$ cat config.mk
export PLATFORM = sky130hd
export DESIGN_NAME = mux_io_channel
export DESIGN_NICKNAME = d
export VERILOG_FILES = /design/src/rtl/chan_pkg.sv /design/src/rtl/mux_ctrl.sv /design/src/rtl/mux_datapath.sv /design/src/rtl/mux_io_channel.sv
export SDC_FILE = /design/constraint.sdc
export NUM_CORES = 1
export LEC_CHECK = 0
export BUFFER_PORTS_ARGS = -buffer_cell sky130_fd_sc_hd__buf_2
export CAP_MARGIN = 20
export CORE_MARGIN = 3
export CORE_UTILIZATION = 29
export CTS_CLUSTER_DIAMETER = 30
export DETAILED_ROUTE_END_ITERATION = 12
export SETUP_SLACK_MARGIN = 0.4
export SYNTH_ARGS = -nofsm -noshare
export SYNTH_HDL_FRONTEND = slang
export SYNTH_SLANG_ARGS = --single-unit
$ cat constraint.sdc
create_clock -name clk -period 5.23 [get_ports clk]
set_input_delay 0.2615 -clock clk [delete_from_list [all_inputs] [get_ports clk]]
set_output_delay 0.2615 -clock clk [all_outputs]
set_load 0.1 [all_outputs]
$ cat src/rtl/chan_pkg.sv
package chan_pkg;
  localparam int ByteW = 8;

  typedef enum logic [1:0] {
    RESP_ACCEPT    = 2'd0,
    RESP_BUSY      = 2'd1,
    RESP_PROGCHECK = 2'd2,
    RESP_IDLE      = 2'd3
  } respCodeT;

  // strobes from control to datapath
  typedef struct packed {
    logic svcSub;    // move a byte using subchannel state
    logic svcChan;   // move a byte using shared channel state
    logic loadSub;   // load subchannel from command
    logic loadChan;  // load shared registers from command (burst)
    logic copyChan;  // copy finished subchannel into shared registers
    logic haltSub;   // mark subchannel halted
    logic haltChan;  // mark burst halted
  } dpStrobeT;
endpackage

$ cat src/rtl/mux_ctrl.sv
module mux_ctrl
  import chan_pkg::*;
#(
  parameter int NumTrunks = 8,
  parameter int TrunkW    = 3
) (
  input  logic                 clk,
  input  logic                 rstN,
  input  logic                 cmdValid,
  input  logic                 cmdHalt,
  input  logic                 cmdBurst,
  input  logic                 cmdCountZero,
  input  logic [TrunkW-1:0]    cmdTrunk,
  input  logic [NumTrunks-1:0] devReq,
  input  logic                 irqAck,
  input  logic                 lastByte,
  output dpStrobeT             stb,
  output logic [TrunkW-1:0]    svcTrunk,
  output logic [TrunkW-1:0]    reportTrunk,
  output logic [TrunkW-1:0]    ownerTrunk,
  output logic [NumTrunks-1:0] devAck,
  output logic                 memReq,
  output logic                 irq,
  output logic                 respValid,
  output respCodeT             respCode
);
  logic [NumTrunks-1:0] active, pending, activeNext, pendingNext;
  logic [NumTrunks-1:0] cmdSel, ownerSel, haltMask, eligible;
  logic burstOn, irqOn, svc, copyReq, burstEnd;
  logic acceptSub, acceptBurst, haltSub, haltChan;
  logic [TrunkW-1:0] rrPtr, owner, grant, lowest;
  respCodeT respNext;

  assign cmdSel   = NumTrunks'(1) << cmdTrunk;
  assign ownerSel = NumTrunks'(1) << owner;
  assign haltMask = (cmdValid && cmdHalt) ? cmdSel : '0;
  assign eligible = devReq & ~haltMask & (burstOn ? ownerSel : active);

  // round-robin: smallest offset after the last served trunk wins
  always_comb begin
    svc   = 1'b0;
    grant = rrPtr;
    for (int off = NumTrunks; off >= 1; off--) begin
      if (eligible[(int'(rrPtr) + off) % NumTrunks]) begin
        svc   = 1'b1;
        grant = TrunkW'((int'(rrPtr) + off) % NumTrunks);
      end
    end
  end

  always_comb begin
    lowest = '0;
    for (int t = NumTrunks - 1; t >= 0; t--) begin
      if (pending[t]) lowest = TrunkW'(t);
    end
  end

  // command decode
  always_comb begin
    respNext    = RESP_ACCEPT;
    acceptSub   = 1'b0;
    acceptBurst = 1'b0;
    haltSub     = 1'b0;
    haltChan    = 1'b0;
    if (cmdValid) begin
      if (!cmdHalt) begin
        if (burstOn || active[cmdTrunk] || pending[cmdTrunk]) respNext = RESP_BUSY;
        else if (cmdBurst && |(active | pending))            respNext = RESP_PROGCHECK;
        else begin
          acceptBurst = cmdBurst;
          acceptSub   = !cmdBurst;
        end
      end else begin
        if (burstOn && cmdTrunk == owner) haltChan = 1'b1;
        else if (active[cmdTrunk])        haltSub  = 1'b1;
        else                              respNext = RESP_IDLE;
      end
    end
  end

  assign burstEnd = (burstOn && svc && lastByte) || haltChan;
  assign copyReq  = !irqOn && !burstOn && (|pending);

  always_comb begin
    activeNext  = active;
    pendingNext = pending;
    if (irqOn && irqAck) pendingNext[owner] = 1'b0;
    if (svc && !burstOn && lastByte) begin
      activeNext[grant]  = 1'b0;
      pendingNext[grant] = 1'b1;
    end
    if (haltSub) begin
      activeNext[cmdTrunk]  = 1'b0;
      pendingNext[cmdTrunk] = 1'b1;
    end
    if (acceptSub && !cmdCountZero) activeNext[cmdTrunk] = 1'b1;
    if ((acceptSub || acceptBurst) && cmdCountZero) pendingNext[cmdTrunk] = 1'b1;
    if (burstEnd) pendingNext[owner] = 1'b1;
  end

  always_ff @(posedge clk) begin
    if (!rstN) begin
      active    <= '0;
      pending   <= '0;
      burstOn   <= 1'b0;
      irqOn     <= 1'b0;
      owner     <= '0;
      rrPtr     <= TrunkW'(NumTrunks - 1);
      respValid <= 1'b0;
      respCode  <= RESP_ACCEPT;
    end else begin
      active    <= activeNext;
      pending   <= pendingNext;
      respValid <= cmdValid;
      respCode  <= respNext;
      if (svc) rrPtr <= grant;
      if (irqOn && irqAck) irqOn <= 1'b0;
      else if (copyReq || burstEnd || (acceptBurst && cmdCountZero)) irqOn <= 1'b1;
      if (acceptBurst)  owner <= cmdTrunk;
      else if (copyReq) owner <= lowest;
      if (acceptBurst)   burstOn <= !cmdCountZero;
      else if (burstEnd) burstOn <= 1'b0;
    end
  end

  assign stb = '{svcSub: svc && !burstOn, svcChan: svc && burstOn, loadSub: acceptSub,
                 loadChan: acceptBurst, copyChan: copyReq, haltSub: haltSub, haltChan: haltChan};
  assign svcTrunk    = grant;
  assign reportTrunk = lowest;
  assign ownerTrunk  = owner;
  assign devAck      = svc ? (NumTrunks'(1) << grant) : '0;
  assign memReq      = svc;
  assign irq         = irqOn;
endmodule

$ cat src/rtl/mux_datapath.sv
module mux_datapath
  import chan_pkg::*;
#(
  parameter int NumTrunks = 8,
  parameter int TrunkW    = 3,
  parameter int AddrW     = 16,
  parameter int CountW    = 16
) (
  input  logic                       clk,
  input  logic                       rstN,
  input  dpStrobeT                   stb,
  input  logic [TrunkW-1:0]          svcTrunk,
  input  logic [TrunkW-1:0]          reportTrunk,
  input  logic [TrunkW-1:0]          cmdTrunk,
  input  logic [AddrW-1:0]           cmdAddr,
  input  logic [CountW-1:0]          cmdCount,
  input  logic                       cmdToMem,
  input  logic [NumTrunks*ByteW-1:0] devDataIn,
  input  logic [ByteW-1:0]           memRData,
  output logic [AddrW-1:0]           memAddr,
  output logic                       memWe,
  output logic [ByteW-1:0]           memWData,
  output logic [ByteW-1:0]           devDataOut,
  output logic                       lastByte,
  output logic [AddrW-1:0]           chanAddr,
  output logic [CountW-1:0]          chanCount,
  output logic                       chanHalted
);
  logic [AddrW-1:0]  subAddr   [NumTrunks];
  logic [CountW-1:0] subCount  [NumTrunks];
  logic              subToMem  [NumTrunks];
  logic              subHalted [NumTrunks];
  logic              chanToMem;

  for (genvar g = 0; g < NumTrunks; g++) begin : gSub
    always_ff @(posedge clk) begin
      if (!rstN) begin
        subAddr[g]   <= '0;
        subCount[g]  <= '0;
        subToMem[g]  <= 1'b0;
        subHalted[g] <= 1'b0;
      end else if (stb.loadSub && cmdTrunk == TrunkW'(g)) begin
        subAddr[g]   <= cmdAddr;
        subCount[g]  <= cmdCount;
        subToMem[g]  <= cmdToMem;
        subHalted[g] <= 1'b0;
      end else begin
        if (stb.svcSub && svcTrunk == TrunkW'(g)) begin
          subAddr[g]  <= subAddr[g] + AddrW'(1);
          subCount[g] <= subCount[g] - CountW'(1);
        end
        if (stb.haltSub && cmdTrunk == TrunkW'(g)) subHalted[g] <= 1'b1;
      end
    end
  end

  always_ff @(posedge clk) begin
    if (!rstN) begin
      chanAddr   <= '0;
      chanCount  <= '0;
      chanToMem  <= 1'b0;
      chanHalted <= 1'b0;
    end else if (stb.loadChan) begin
      chanAddr   <= cmdAddr;
      chanCount  <= cmdCount;
      chanToMem  <= cmdToMem;
      chanHalted <= 1'b0;
    end else if (stb.copyChan) begin
      chanAddr   <= subAddr[reportTrunk];
      chanCount  <= subCount[reportTrunk];
      chanToMem  <= subToMem[reportTrunk];
      chanHalted <= subHalted[reportTrunk];
    end else begin
      if (stb.svcChan) begin
        chanAddr  <= chanAddr + AddrW'(1);
        chanCount <= chanCount - CountW'(1);
      end
      if (stb.haltChan) chanHalted <= 1'b1;
    end
  end

  assign memAddr    = stb.svcChan ? chanAddr : subAddr[svcTrunk];
  assign memWe      = (stb.svcChan && chanToMem) || (stb.svcSub && subToMem[svcTrunk]);
  assign memWData   = devDataIn[int'(svcTrunk)*ByteW +: ByteW];
  assign devDataOut = memRData;
  assign lastByte   = (stb.svcChan ? chanCount : subCount[svcTrunk]) == CountW'(1);
endmodule

$ cat src/rtl/mux_io_channel.sv
module mux_io_channel
  import chan_pkg::*;
#(
  parameter int NumTrunks = 8,
  parameter int AddrW     = 16,
  parameter int CountW    = 16,
  localparam int TrunkW   = $clog2(NumTrunks)
) (
  input  logic                       clk,
  input  logic                       rstN,
  input  logic                       cmdValid,
  input  logic                       cmdHalt,
  input  logic                       cmdBurst,
  input  logic                       cmdToMem,
  input  logic [TrunkW-1:0]          cmdTrunk,
  input  logic [AddrW-1:0]           cmdAddr,
  input  logic [CountW-1:0]          cmdCount,
  output logic                       respValid,
  output logic [1:0]                 respCode,
  input  logic [NumTrunks-1:0]       devReq,
  output logic [NumTrunks-1:0]       devAck,
  input  logic [NumTrunks*ByteW-1:0] devDataIn,
  output logic [ByteW-1:0]           devDataOut,
  output logic                       memReq,
  output logic                       memWe,
  output logic [AddrW-1:0]           memAddr,
  output logic [ByteW-1:0]           memWData,
  input  logic [ByteW-1:0]           memRData,
  output logic                       irq,
  input  logic                       irqAck,
  output logic [TrunkW-1:0]          irqTrunk,
  output logic [AddrW-1:0]           chanAddr,
  output logic [CountW-1:0]          chanCount,
  output logic                       chanHalted
);
  dpStrobeT          stb;
  logic [TrunkW-1:0] svcTrunk, reportTrunk;
  logic              lastByte;
  respCodeT          respEnum;

  assign respCode = respEnum;

  mux_ctrl #(.NumTrunks(NumTrunks), .TrunkW(TrunkW)) i_ctrl (
    .clk(clk), .rstN(rstN), .cmdValid(cmdValid), .cmdHalt(cmdHalt), .cmdBurst(cmdBurst),
    .cmdCountZero(cmdCount == '0), .cmdTrunk(cmdTrunk), .devReq(devReq), .irqAck(irqAck),
    .lastByte(lastByte), .stb(stb), .svcTrunk(svcTrunk), .reportTrunk(reportTrunk),
    .ownerTrunk(irqTrunk), .devAck(devAck), .memReq(memReq), .irq(irq),
    .respValid(respValid), .respCode(respEnum)
  );

  mux_datapath #(.NumTrunks(NumTrunks), .TrunkW(TrunkW), .AddrW(AddrW), .CountW(CountW)) i_dp (
    .clk(clk), .rstN(rstN), .stb(stb), .svcTrunk(svcTrunk), .reportTrunk(reportTrunk),
    .cmdTrunk(cmdTrunk), .cmdAddr(cmdAddr), .cmdCount(cmdCount), .cmdToMem(cmdToMem),
    .devDataIn(devDataIn), .memRData(memRData), .memAddr(memAddr), .memWe(memWe),
    .memWData(memWData), .devDataOut(devDataOut), .lastByte(lastByte),
    .chanAddr(chanAddr), .chanCount(chanCount), .chanHalted(chanHalted)
  );
endmodule

**Yosys cells after proc, flatten, opt, wreduce, memory -nomap -nowiden**

Memories as Yosys holds them, arrays and structs flattened.
Index checks and enable logic that the tools add are counted.

- Bits in writable memories: 272
- Input port bits: 122
- Output and inout port bits: 82
- Memories: 4
- Register bits: 61

Memories:

| memory | words | bits a word | rd ports | clocked after Yosys merged registers in | wr ports | line | RTL |
|---|---|---|---|---|---|---|---|
| i_dp.subAddr | 8 | 16 | 10 | 0 | 8 | mux_datapath.sv:29 | `logic [AddrW-1:0] subAddr [NumTrunks];` |
| i_dp.subCount | 8 | 16 | 10 | 0 | 8 | mux_datapath.sv:30 | `logic [CountW-1:0] subCount [NumTrunks];` |
| i_dp.subHalted | 8 | 1 | 1 | 0 | 8 | mux_datapath.sv:32 | `logic subHalted [NumTrunks];` |
| i_dp.subToMem | 8 | 1 | 2 | 0 | 8 | mux_datapath.sv:31 | `logic subToMem [NumTrunks];` |

- Shift-type cells: 4
- Add/sub/neg operators: 26
- Mux-type cells: 250
- Eq/ne operators: 16
- Bitwise logic cells: 80
- $lt $le $gt $ge: 14
- Reduce and logical (&&, ||, !) cells: 73

Operators by type and width:

| kind | count |
|---|---|
| $mux 16 | 40 |
| $mux 1 | 163 |
| $add 16x1->16 const B | 9 |
| $sub 16x1->16 const B | 9 |
| $mux 8 | 11 |
| $shiftx 64x7->8 | 1 |
| $or 1x1->1 | 56 |
| $mux 3 | 18 |
| $or 8x8->8 | 6 |
| $logic_and 1x1->1 | 42 |
| $and 8x8->8 | 5 |
| $lt 4x5->1 const B | 8 |
| $not 8->8 | 4 |
| $bmux 1 s3 | 10 |
| $eq 3x3->1 const B | 8 |
| $reduce_or 3->1 | 8 |
| $shl 1x3->8 const A | 3 |
| $eq 16x1->1 const B | 1 |
| $logic_not 16->1 | 1 |
| $reduce_or 8->1 | 2 |
| $add 3x3->3 const B | 4 |
| $eq 3x2->1 const B | 4 |
| $lt 3x4->1 const B | 3 |
| $mux 2 | 5 |
| other kinds (15) | 42 |

**Longest topological paths before layout**

- Depth after elaboration: 28
- Mapped depth: 18

**By module**

Synthesis repeated with hierarchy kept, for this count alone.

- Cell total of the unflattened synthesis: 2589
- Area, all modules: 24747.5 um^2

Modules (own cells, without submodules):

| module | area an instance (um^2) | cells each | sequential area each (um^2) | instances |
|---|---|---|---|---|
| mux_datapath | 21323.0 | 2171 | 8828.5 | 1 |
| mux_ctrl | 3390.8 | 413 | 540.5 | 1 |
| mux_io_channel | 33.8 | 5 | 0.0 | 1 |

**Worst setup path before layout**

No wires, ideal clock.

- Path type: flip-flop to flip-flop
- From: register i_ctrl.rrPtr[0]
- To: memory i_dp.subAddr[4][0] (enable)
- Arrival time: 6.003 ns
- Period minus slack after synthesis: 6.431 ns
- Stages on the path, launching flop included: 15
- Required time: 4.802 ns
- Setup slack: -1.201 ns
- Buffers on the path: 4
- Cells stage by stage: dfxtp_1 > clkbuf_1 > clkinv_1 > buf_1 > ha_1 > buf_2 > clkinv_1 > mux2_2 > nand4_1 > nor4_1 > o21ai_1 > and2_1 > nand2_1 > clkbuf_1 > o21bai_1

RTL lines:

| element | line | RTL |
|---|---|---|
| start, declared | mux_ctrl.sv:31 | `logic [TrunkW-1:0] rrPtr, owner, grant, lowest;` |
| start signal, assigned | mux_ctrl.sv:108 | `rrPtr <= TrunkW'(NumTrunks - 1);` |
| start signal, assigned | mux_ctrl.sv:116 | `if (svc) rrPtr <= grant;` |
| end, declared | mux_datapath.sv:29 |  |

**Worst setup path after layout**

- From: register i_ctrl.burstOn
- To: output port memAddr[2]

- Cells in the longest elaborated chain, start to end: 15

Ends and longest elaborated chain:

| element | line | RTL |
|---|---|---|
| start, declared | mux_ctrl.sv:29 | `logic burstOn, irqOn, svc, copyReq, burstEnd;` |
| start signal, assigned | mux_ctrl.sv:121 | `if (acceptBurst) burstOn <= !cmdCountZero;` |
| $mux 8 | mux_ctrl.sv:37 | `assign eligible = devReq & ~haltMask & (burstOn ? ownerSel : active);` |
| $and 8x8->8 | mux_ctrl.sv:37 |  |
| $bmux 1 s3 | mux_ctrl.sv:44 | `if (eligible[(int'(rrPtr) + off) % NumTrunks]) begin` |
| $mux 1 (not written as such) (2 in a row) | mux_ctrl.sv:44 |  |
| $mux 3 / $mux 1 (equally long branches) (8 in a row) | mux_ctrl.sv:44 |  |
| $mem_v2 8x16 / $logic_and 1x1->1 (equally long branches) | -- |  |
| $mux 16 * | mux_datapath.sv:82 | `assign memAddr = stb.svcChan ? chanAddr : subAddr[svcTrunk];` |
| end, declared | mux_io_channel.sv:26 | `output logic [AddrW-1:0] memAddr,` |

Every way passes the cells marked *; elsewhere a longest branch is shown, timed or not. The select of a mux whose other input is x is not followed.

==> flow_summary.yaml <==
grt:
  grtUsageMet2: 0.294
  overflow: 0
  use_met3: 0.0410
  grt_pass1_vias: 21100
  grtUsageMet1: 0.270
  antenna_found_initial: 15
  grt_pass1_wl_um: 133000
  grt_max_degree: 65
  track_usage: 0.193
  busiest_layer: "met2"
synthesis:
  synthCells: 2530
  ys_types: 84
  async_flop_share: 0
  synthesis.area_sq_mm: 0.0246
  synth_edf_count: 270
  synth-seq-cells: 333
  yosys_warnings: 0
  synth_ff_type: "edfxtp_1"
  avgSynthCellArea_sq_um: 9.71
  syn_nets: 2672
  yosysSeqAreaShare: 0.381
floorplanning:
  io_pins: 204
  dieArea_sq_mm: 0.0882
  fp.dieH_um: 297
  die_w_um: 297
  start_util: 0.293
  design.core.area_sq_mm: 0.0838
  rows: 106
power:
  p_per_area_mw_per_mm2: 616
  p_leak_uw: 0.0109
  peakVddDrop_v: 0.000875
drt:
  postRouteAntennaNets: 0
  drt_iter0_markers: 2275
  via_per_inst: 5.52
  wl_per_cell_um: 22.5
  drcViolationCount: 0
  drt-pass1-iter-count: 6
  drt_wl_total_um: 87500
  vias: 21500
sta:
  setup_tns_ns: 0
  fin_crit_sh: 0.894
  maxSlewHeadroom: 0.292
  finalSetupViolCount: 0
  tightest_slew_ns: 1.06
  whs_ns: 0.0330
  clock_skew_ns: 0.0608
  slew_violations: 0
  max_freq_ghz: 0.214
  hold_viol_final: 0
  period_minus_slack_ns: 4.68
  rsz0062_at_grt: "false"
setup_path:
  cp_top_family: "multiplexers"
  crit_fanout: 12
  critPathRequiredTime_ns: 4.97
  timing.rr.start: "i_ctrl.burstOn"
  arrival_ns: 4.41
  crit_path_start_kind: "register"
  cp_slowest_cell: "mux4_2"
  crit_path_max_incr_delay_ns: 0.51
  worst_setup_path_end_kind: "primary output"
  critPathLaunch: "i_ctrl.burstOn"
  crit_path_cell_trace: "buf_6 > and4b_1 > o221ai_4 > mux2_2 > mux4_2 > o21ai_2 > o21ai_4 > xnor2_4 > buf_12 > buf_16 > mux4_2 > a22oi_2 > nand2_4 > buf_12"
  cp_num_buf_inv: 4
  criticalPathCategory: "reg2out"
cts:
  ctsHtreeMaxLevel: 3
  root_buffer: "clkbuf_16"
  cts.sinks: 333
  clk_pin_slew_ns: 0.05
  clk_latency_ns: 0.66
  cts_tree: "done"
  cts_buffers: 85
  cts_max_path_buffers: 3
finish:
  fin_area_sq_mm: 0.0306
  area_delta_synth_final_pct: 24.6
  layout-drive-gt1-share: 0.272
  fin_util: 0.365
  fin_nets: 2830
place:
  numPortBuffers: 187
  place_congestion: 0.917
  dpl_cell_area_sq_mm: 0.0272
  hpwl_um: 63500
run:
  drv_cap: 0
worst_hold_path:
  hp-class: "in2reg"
  hp-start: "irqAck"
run_status:
  status: "complete, no violations"
cell families (layout without fill, tap and decap cells):
| group | after synthesis | in the layout | synth area share |
|---|---|---|---|
| buffers and inverters | 234 | 461 | 0.0438 |
| adder cells (fa/ha/maj) | 20 | 20 | 0.0102 |
| AND/OR/NAND/NOR | 957 | 957 | 0.182 |
| XOR/XNOR | 242 | 242 | 0.0878 |
| other | 0 | 5 | 0 |
| multiplexers | 218 | 218 | 0.146 |
| flip-flops | 333 | 333 | 0.381 |
| AO/OA/AOI/OAI | 526 | 526 | 0.149 |
layout by cell type (no fill, tap or decap), types with 48 or more instances in the layout:
master and count:
nand2_1 418, edfxtp_1 270, buf_2 161, xnor2_1 154, nor2_1 141, o21ai_1 124, o21ai_2 121, mux4_2 110
mux2i_1 85, clkbuf_16 85, xor2_1 84, nand3_1 70, nor3_1 66, o21ai_0 63, dfxtp_1 58, buf_4 54
inv_1 49, and3_1 48
registers in the layout, summed over array words and instances (netlist names):
signal / count
i_ctrl.respValid: 1
i_dp.subCount: 128
i_dp.chanHalted: 1
i_dp.subToMem: 8
i_ctrl.rrPtr: 3
i_dp.subAddr: 128
i_ctrl.pending: 8
i_dp.chanCount: 16
i_ctrl.irq: 1
i_ctrl.burstOn: 1
i_ctrl.respCode: 2
i_dp.chanToMem: 1
i_ctrl.ownerTrunk: 3
i_dp.subHalted: 8
i_ctrl.active: 8
i_dp.chanAddr: 16
final timing paths:
path	depth (start not counted)	to	slack, ns
worst max-delay path	14	memAddr[2]	0.55
worst min-delay path	4	i_ctrl.pending[4]	0.03
worst max register to register	13	i_dp.subAddr[3][15]	0.96
worst min register to register	2	i_dp.subHalted[4]	0.47
layout make-up:
type | count | area [sq um]
inverters | 52 | 200
clock inverters | 59 | 875
multi-input cells | 1963 | 14600
flip-flops and latches | 333 | 9380
diodes | 5 | 12.5
fillers | 8293 | 53200
clock buffers | 97 | 2180
well taps | 1134 | 1420
repair buffers | 253 | 1920
per-layer routing:
| metal | up-vias | part of all wire |
|---|---|---|
| met4 | 14 | 0.030 |
| met5 | - | 0.0011 |
| met1 | 10500 | 0.42 |
| met2 | 1070 | 0.45 |
| met3 | 187 | 0.10 |
| li1 | 9683 | - |
worst register-to-register path, delay by kind of cell, from the launching register on:
kind / cells / cell delay (ns)
and+or+nand+nor: 3 / 0.98
muxes: 1 / 0.56
DFF: 1 / 0.40
AOI/OAI and AO/OA: 5 / 1.38
buffers and inverters: 4 / 0.78
what timing repair did:
action                     4_1_cts  5_1_grt
hold endpoints to repair         2        0
buffers inserted                 4        6
cloned                           1        0
hold buffers                     2        0
pin swaps                        4        8
setup endpoints to repair       27       24
resized for setup               32       24
power breakdown:
| part | internal [uW] | switching [uW] |
|---|---|---|
| combinational | 3300 | 5820 |
| sequential | 3440 | 679 |
| clock | 3810 | 1810 |
| total | 10600 | 8310 |
synthesized netlist by cell type, types with 7 or more instances:
master,instances,area (sq um)
buf_1,25,93.8
nand4_1,16,100
a31oi_1,12,75.1
xor2_1,85,744
a221oi_1,11,96.3
o21ai_1,126,631
a22oi_1,17,128
o21a_1,9,67.6
mux2i_1,85,851
nor4_1,42,263
nor3_1,69,345
or3_1,13,81.3
edfxtp_1,270,8110
nand2_1,435,1630
o21ai_0,65,325
o21ai_2,119,1040
a21oi_1,44,220
or4_1,7,52.6
mux4_2,110,2480
buf_2,26,130
o22ai_1,16,100
dfxtp_1,63,1260
mux2_2,23,259
ha_1,20,250
buf_4,16,120
o21bai_1,11,82.6
buf_6,14,158
inv_1,49,184
and2_1,15,93.8
clkbuf_1,101,379
xnor2_1,155,1360
o221ai_2,7,105
nand3_1,71,355
nor2_1,152,571
nor2b_1,25,156
nand2b_1,24,150
a211oi_1,21,158
and3_1,49,307
metrics by stage:
stage	total power (uW)	cells	setup slack (ns)
2_1_floorplan	10400	2530	0.0729
5_1_grt	19500	3892	0.402
4_1_cts	18800	3885	0.417
6_report	18900	3896	0.555
3_5_place_dp	12900	3722	0.576
3_3_place_gp	12800	3722	0.636
No activity file was read; power rests on OpenSTA's default activity.
